[src/rtl/ldr_pkg.sv]
package ldr_pkg;

    localparam int BYTE_W = 8;

    typedef enum logic [1:0] {
        LS_COUNT = 2'd0,
        LS_DATA  = 2'd1,
        LS_DONE  = 2'd2
    } ldr_state_e;

    typedef struct packed {
        logic              we;
        logic [BYTE_W-1:0] data;
    } wr_beat_t;

    // A length of 0 or 1 covers only the length byte itself.
    function automatic logic cnt_trivial(input logic [BYTE_W-1:0] c);
        return c <= BYTE_W'(1);
    endfunction

endpackage

[src/rtl/ldr_seq.sv]
module ldr_seq
    import ldr_pkg::*;
(
    input  logic              clk,
    input  logic              rst,
    input  logic              rx_valid,
    input  logic [BYTE_W-1:0] rx_data,
    output logic              take,
    output logic              done,
    output logic              exec_req
);
    ldr_state_e        state;
    logic [BYTE_W-1:0] remain;
    logic              fin;
    logic              fin_q;

    always_comb begin
        take = rx_valid && (state != LS_DONE);
        fin  = take && (((state == LS_COUNT) && cnt_trivial(rx_data)) ||
                        ((state == LS_DATA) && (remain == BYTE_W'(1))));
        done = (state == LS_DONE);
    end

    always_ff @(posedge clk) begin
        if (rst) begin
            state    <= LS_COUNT;
            remain   <= '0;
            fin_q    <= 1'b0;
            exec_req <= 1'b0;
        end else begin
            fin_q    <= fin;
            exec_req <= fin_q;
            if (take) begin
                unique case (state)
                    LS_COUNT: begin
                        if (cnt_trivial(rx_data)) begin
                            state <= LS_DONE;
                        end else begin
                            remain <= rx_data - BYTE_W'(1);
                            state  <= LS_DATA;
                        end
                    end
                    LS_DATA: begin
                        remain <= remain - BYTE_W'(1);
                        if (fin) state <= LS_DONE;
                    end
                    default: state <= state;
                endcase
            end
        end
    end
endmodule

[src/rtl/ldr_addr_gen.sv]
module ldr_addr_gen #(
    parameter int ADDR_W    = 8,
    parameter int LOAD_BASE = 'h50,
    parameter int RAM_TOP   = 'hFF
) (
    input  logic              clk,
    input  logic              rst,
    input  logic              take,
    output logic              in_range,
    output logic [ADDR_W-1:0] addr,
    output logic              overflow
);
    localparam int PTR_W = ADDR_W + 1;
    localparam logic [PTR_W-1:0] BASE_P = PTR_W'(LOAD_BASE);
    localparam logic [PTR_W-1:0] TOP_P  = PTR_W'(RAM_TOP);

    logic [PTR_W-1:0] wptr;

    always_comb begin
        in_range = (wptr <= TOP_P);
        addr     = wptr[ADDR_W-1:0];
    end

    always_ff @(posedge clk) begin
        if (rst) begin
            wptr     <= BASE_P;
            overflow <= 1'b0;
        end else if (take) begin
            if (in_range) wptr     <= wptr + PTR_W'(1);
            else          overflow <= 1'b1;
        end
    end
endmodule

[src/rtl/ldr_wport.sv]
module ldr_wport
    import ldr_pkg::*;
#(
    parameter int ADDR_W = 8
) (
    input  logic              clk,
    input  logic              rst,
    input  logic              wr_en,
    input  logic [ADDR_W-1:0] wr_addr,
    input  logic [BYTE_W-1:0] wr_data,
    output logic              ram_we,
    output logic [ADDR_W-1:0] ram_addr,
    output logic [BYTE_W-1:0] ram_wdata
);
    wr_beat_t          beat_q;
    logic [ADDR_W-1:0] addr_q;

    always_ff @(posedge clk) begin
        if (rst) begin
            beat_q <= '0;
            addr_q <= '0;
        end else begin
            beat_q.we <= wr_en;
            if (wr_en) begin
                beat_q.data <= wr_data;
                addr_q      <= wr_addr;
            end
        end
    end

    always_comb begin
        ram_we    = beat_q.we;
        ram_addr  = addr_q;
        ram_wdata = beat_q.data;
    end
endmodule

[src/rtl/uart_ram_loader.sv]
module uart_ram_loader
    import ldr_pkg::*;
#(
    parameter int ADDR_W    = 8,
    parameter int LOAD_BASE = 'h50,
    parameter int RAM_TOP   = 'hFF
) (
    input  logic              clk,
    input  logic              rst,
    input  logic              rx_valid,
    input  logic [7:0]        rx_data,
    output logic              ram_we,
    output logic [ADDR_W-1:0] ram_addr,
    output logic [7:0]        ram_wdata,
    output logic              load_done,
    output logic              exec_req,
    output logic [ADDR_W-1:0] exec_addr,
    output logic              overflow
);
    localparam logic [ADDR_W-1:0] ENTRY = ADDR_W'(LOAD_BASE + 1);

    logic              take;
    logic              in_range;
    logic [ADDR_W-1:0] next_addr;

    assign exec_addr = ENTRY;

    ldr_seq u_seq (
        .clk      (clk),
        .rst      (rst),
        .rx_valid (rx_valid),
        .rx_data  (rx_data),
        .take     (take),
        .done     (load_done),
        .exec_req (exec_req)
    );

    ldr_addr_gen #(
        .ADDR_W    (ADDR_W),
        .LOAD_BASE (LOAD_BASE),
        .RAM_TOP   (RAM_TOP)
    ) u_addr (
        .clk      (clk),
        .rst      (rst),
        .take     (take),
        .in_range (in_range),
        .addr     (next_addr),
        .overflow (overflow)
    );

    ldr_wport #(
        .ADDR_W (ADDR_W)
    ) u_wport (
        .clk       (clk),
        .rst       (rst),
        .wr_en     (take && in_range),
        .wr_addr   (next_addr),
        .wr_data   (rx_data),
        .ram_we    (ram_we),
        .ram_addr  (ram_addr),
        .ram_wdata (ram_wdata)
    );
endmodule

[config.mk]
export PLATFORM = sky130hd
export DESIGN_NAME = uart_ram_loader
export DESIGN_NICKNAME = d
export VERILOG_FILES = /design/src/rtl/ldr_pkg.sv /design/src/rtl/ldr_seq.sv /design/src/rtl/ldr_addr_gen.sv /design/src/rtl/ldr_wport.sv /design/src/rtl/uart_ram_loader.sv
export SDC_FILE = /design/constraint.sdc
export NUM_CORES = 1
export LEC_CHECK = 0
export BUFFER_PORTS_ARGS = -buffer_cell sky130_fd_sc_hd__buf_2
export CAP_MARGIN = 20
export CORE_ASPECT_RATIO = 0.9
export CORE_MARGIN = 8
export CORE_UTILIZATION = 58
export CTS_CLUSTER_SIZE = 30
export DETAILED_ROUTE_END_ITERATION = 10
export GPL_ROUTABILITY_DRIVEN = 0
export PLACE_DENSITY = 0.82
export SLEW_MARGIN = 20
export SYNTH_ARGS = -nofsm -noshare
export SYNTH_HDL_FRONTEND = slang
export SYNTH_SLANG_ARGS = --single-unit
[constraint.sdc]
create_clock -name clk -period 3.66 [get_ports clk]
set_input_delay 0.183 -clock clk [delete_from_list [all_inputs] [get_ports clk]]
set_output_delay 0.183 -clock clk [all_outputs]
set_load 0.02 [all_outputs]
# Word-level counts from Yosys, hierarchy flattened

Index checks and enable logic that the tools add are counted.

Register bits: 39
Bits of input ports: 11
Output and inout port bits: 28
Word-level logic and storage cells: 38

$add $sub $neg: 3
$lt $le $gt $ge: 2
Equal/unequal tests: 6
Mux-type cells: 5
Bitwise operators: 1
Reduce and logical (&&, ||, !) cells: 12

Operator list:

| operator                                                                          | count |
|---|---|
| 8-bit case mux with 2 select lines                                                | 1 |
| 8-bit by 1-bit subtractor with 8-bit output (second input constant)               | 2 |
| 9-bit by 1-bit adder with 9-bit output (second input constant)                    | 1 |
| 9-bit by 8-bit less-or-equal comparator with 1-bit output (second input constant) | 1 |
| 8-bit by 1-bit == test with 1-bit output (second input constant)                  | 1 |
| 8-bit by 1-bit less-or-equal comparator with 1-bit output (second input constant) | 1 |
| 8-bit 2-to-1 mux                                                                  | 1 |
| 3-bit AND reduction                                                               | 2 |
| 1-bit logical AND                                                                 | 5 |
| 2-bit 2-to-1 mux                                                                  | 2 |
| 2-bit inequality test (second input constant)                                     | 2 |
| 2-bit case mux with 2 select lines                                                | 1 |
| 2-bit AND reduction                                                               | 2 |
| 2-bit by 1-bit == test with 1-bit output (second input constant)                  | 1 |
| 2-bit == test (second input constant)                                             | 1 |
| 2-bit logical NOT                                                                 | 1 |
| 2-bit by 1-bit inequality test with 1-bit output (second input constant)          | 1 |
| 2-bit nonzero test                                                                | 1 |
| 1-bit logical OR                                                                  | 1 |
| 1-bit inverter                                                                    | 1 |

# Longest topological paths before layout

Depth after elaboration: 6
Depth in mapped cells: 9
Gate-level depth less buffers: 7

# By module

A second synthesis with hierarchy kept.

Cell total of the unflattened synthesis: 243
Area, all modules: 2158.3 um2

Modules (own cells, without submodules):

| module          | times used | cells an instance | area an instance (um2) | sequential area each (um2) |
|---|---|---|---|---|
| ldr_seq         | 1          | 107               | 853.3                  | 240.2 |
| ldr_addr_gen    | 1          | 71                | 623.1                  | 200.2 |
| ldr_wport       | 1          | 54                | 608.1                  | 340.3 |
| uart_ram_loader | 1          | 11                | 73.8                   | 0.0 |

# Worst setup path after synthesis

No wires, ideal clock.

Kind: register to register
From: register u_addr.wptr[0]
To: register u_addr.wptr[6]
Setup time: 0.127 ns
Arrival time: 1.681 ns
Data required time: 3.533 ns
Setup slack: 1.853 ns
Stages on the path, launching flop included: 9
Buffers on the path: 1
Period minus slack after synthesis: 1.807 ns
Path through: dfxtp_1 ha_1 nand2_1 nor2_1 ha_1 o21ai_2 buf_2 nor4_1 or3_1

Cells in the longest elaborated chain, start to end: 2
Elaborated cells on any way between the ends: 3
Those cells by class: add/sub (1); order compare (1); reduce/logical (1)

RTL lines:

| item                                                      | RTL line           | RTL |
|---|---|---|
| start: declaration                                        | ldr_addr_gen.sv:17 | `logic [PTR_W-1:0] wptr;` |
| start signal: assignment                                  | ldr_addr_gen.sv:29 | `if (in_range) wptr <= wptr + PTR_W'(1);` |
| 9-bit by 8-bit less-or-equal comparator with 1-bit output | ldr_addr_gen.sv:20 | `in_range = (wptr <= TOP_P);` |
| 2-bit AND reduction (no source line)                      | --                 |  |

Several ways; a longest one is shown, not always the timed one.
A chain may end at the register's enable or synchronous reset.

# Final worst setup path

Ends and elaborated chain as after synthesis.

==> metrics <==
CTS tree built; GR Overflow Total 0; # hold bufs at CTS 0; CP arrival 2.48 ns; Syn Inst Count 244; CP Max Fanout 22; Pwr Total 1.002 mW; initial core utilization 0.5962; cell chain of the critical path ha_1 -> nand2_1 -> nor2_1 -> ha_1 -> o21ai_2 -> nor4_1 -> or3_1; number of synthesis warnings 0; VDD IR max 0.2818 mV; Die ar. 5552 um2; Lkg Pwr 0.9216 nW; slowest stage delay, CP 0.71 ns; register bit total from synthesis 39; Die X 77.66 um; Initial DRT Pass Iterations 4; post-CTS sizing 0; Mapped Area 1984 um2; CP most frequent cell ha_1; # fillers 297; slew margin rel. 0.4432; Reg area 780.7 um2; final hold vios 0; Required @ worst endpoint 3.84 ns; area grow syn2layout 11.79%; crit path kind register to register; share of layout cells above drive strength 1 0.1815; FMAX 435.7 MHz; initial DRC count 116; CTS Buf Count 5; max cap viols 0; ant diodes 0; Reg clk slew, reported paths 0.08 ns; period utilization 0.6272; via/cell ratio 5.551; crit path buf inv count 0; Final nets 286; first-pass GRT wire length 7079 um; Worst setup EP type register; vias in the first global route 1552; power density cells 451.7 nW/um2; Netlist cell types 50; DR WL/cell 13.94 um; clock latency on the worst-skew pair 0.29 ns; Post-synth ARST share 0; Detail Route Antenna Nets 0; clock sink count 39; register area share after synthesis 0.3934; initial antenna violation count 0; PortBufs 30; Avg Inst Size Synth 8.133 um2; final wirelength 4378 um; Setup violations, final 0; crit path launch type register; HP Class primary input to register; largest net degree at the start of global routing 42; Slowest cell on crit path o21ai_2; outcome finished clean; Synth Flop Type dfxtp_1; footprint of the multi-input gates 1082 um2; kind of cell adding the most delay to the critical path compound AO/OA/AOI/OAI gates; fin. max-slew vios 0; die height 71.49 um; Clock Tree Root clkbuf_8; num rows 20; DP Wirelength 3158 um; post-synth top area cell dfxtp_1; Top Ports 39; setup TNS 0 ns; Clock Skew 0.007891 ns; CTS max path bufs 2; Worst-Margin Slew 0.8351 ns; via count 1743; H-tree lvl count 2; number of synthesized flops with an enable pin 0; total track usage 0.1539; Post-CTS Setup Bufs 0; Yosys top cell area share 0.3934; top cells by area, synth dfxtp_1 (39%), nand2_1 (8.5%), a21oi_1 (7.6%); total core area 3328 um2; DRC Markers 0; unrepaired setup endpoints after global routing false; Tmin final 2.295 ns
[final timing paths]
path / startpoint / end / slack [ns] / cells past startpoint
worst max-delay path: u_addr.wptr[0]$_SDFFE_PP0P_ / u_addr.wptr[6]$_SDFFE_PP1P_ / 1.36 / 7
worst min-delay path: rx_valid / u_seq.fin_q$_SDFF_PP0_ / 0.16 / 3
worst max register to register: u_addr.wptr[0]$_SDFFE_PP0P_ / u_addr.wptr[6]$_SDFFE_PP1P_ / 1.36 / 7
worst min register to register: u_seq.fin_q$_SDFF_PP0_ / u_seq.exec_req$_SDFF_PP0_ / 0.44 / 1
[routing by layer]
metal	vias up	track usage	wire [um]	part of all wire
met5	-	0	0	0
met4	0	0.05021	25	0.0057
met3	4	0.06250	378	0.086
met2	61	0.2206	1882	0.43
met1	801	0.2030	2092	0.48
li1	877	-	-	-
[Yosys cell counts (3+ instances only)]
master / number
a21oi_1: 30
and3_1: 4
buf_2: 4
buf_4: 9
clkbuf_1: 5
dfxtp_1: 39
ha_1: 6
inv_1: 10
nand2_1: 45
nand2b_1: 3
nand3_1: 4
nor2_1: 18
nor2b_1: 5
nor3_1: 5
o211ai_1: 4
o21ai_0: 4
o21ai_2: 3
xnor2_1: 3
xor2_1: 6
[layout by cell type (no fill, tap or decap), types with 2 or more instances in the layout]
master / netlist / final
a21oi_1: 30 / 30
a31oi_1: 2 / 2
a32o_1: 2 / 2
and3_1: 4 / 4
buf_2: 4 / 30
clkbuf_8: 0 / 5
conb_1: 2 / 8
dfxtp_1: 39 / 39
ha_1: 6 / 6
inv_1: 10 / 10
nand2_1: 45 / 45
nand2b_1: 3 / 3
nand3_1: 4 / 4
nor2_1: 18 / 18
nor2b_1: 5 / 5
nor3_1: 5 / 5
nor4_2: 2 / 2
o211ai_1: 4 / 4
o21ai_0: 4 / 4
o21ai_2: 3 / 3
or3_1: 2 / 2
or4_1: 2 / 2
xnor2_1: 3 / 3
xor2_1: 6 / 6
[area by class of cell]
| class | instances | share of cell area |
|---|---|---|
| clock buffers | 5 | 0.03102 |
| clock inverters | 3 | 0.01974 |
| inverters | 10 | 0.01692 |
| multi-input cells | 183 | 0.4879 |
| flip-flops and latches | 39 | 0.3519 |
| well taps | 44 | 0.02482 |
| repair buffers | 30 | 0.06768 |
[sequential cells by signal (all words and copies together), names as in the netlist]
name and flops:
u_addr.overflow 1, u_addr.wptr 9, u_seq.exec_req 1, u_seq.fin_q 1
u_seq.remain 8, u_seq.state 2, u_wport.ram_addr 8, u_wport.ram_wdata 8
u_wport.ram_we 1
[worst reg2reg max path: stages (launching register included)]
cell and delay, ns:
dfxtp_1 0.34, ha_1 0.24, nand2_1 0.11, nor2_1 0.06, ha_1 0.27, o21ai_2 0.71
nor4_1 0.10, or3_1 0.37
[metrics by stage]
stage | instances | util | area, um2 | hold slack [ns] | worst slack (ns)
2_1_floorplan | 250 | - | 2007 | 0.2866 | 1.853
3_3_place_gp | 306 | 0.6327 | 2106 | 0.4207 | 1.416
3_5_place_dp | 306 | 0.6327 | 2106 | 0.4284 | 1.368
4_1_cts | 314 | 0.6665 | 2218 | 0.1475 | 1.357
5_1_grt | 314 | 0.6665 | 2218 | 0.1713 | 1.163
6_report | 314 | 0.6665 | 2218 | 0.1569 | 1.365
[power by group]
group	switching [mW]	internal [mW]	total, mW	leakage (nW)
clock	0.156	0.203	0.359	0.0581
combinational	0.114	0.0608	0.175	0.545
sequential	0.0200	0.449	0.469	0.319
total	0.290	0.712	1.00	0.922
[logic make-up after synthesis]
family | share of synthesized area
other | 0.003785
muxes | 0.005044
xor gates and xnor gates | 0.03972
DFF | 0.3934
AOI/OAI and AO/OA | 0.2037
and+or+nand+nor | 0.2440
adders and majority gates | 0.03783
buffers and inverters | 0.07251
Note: power is estimated with default switching activity, not from simulation.
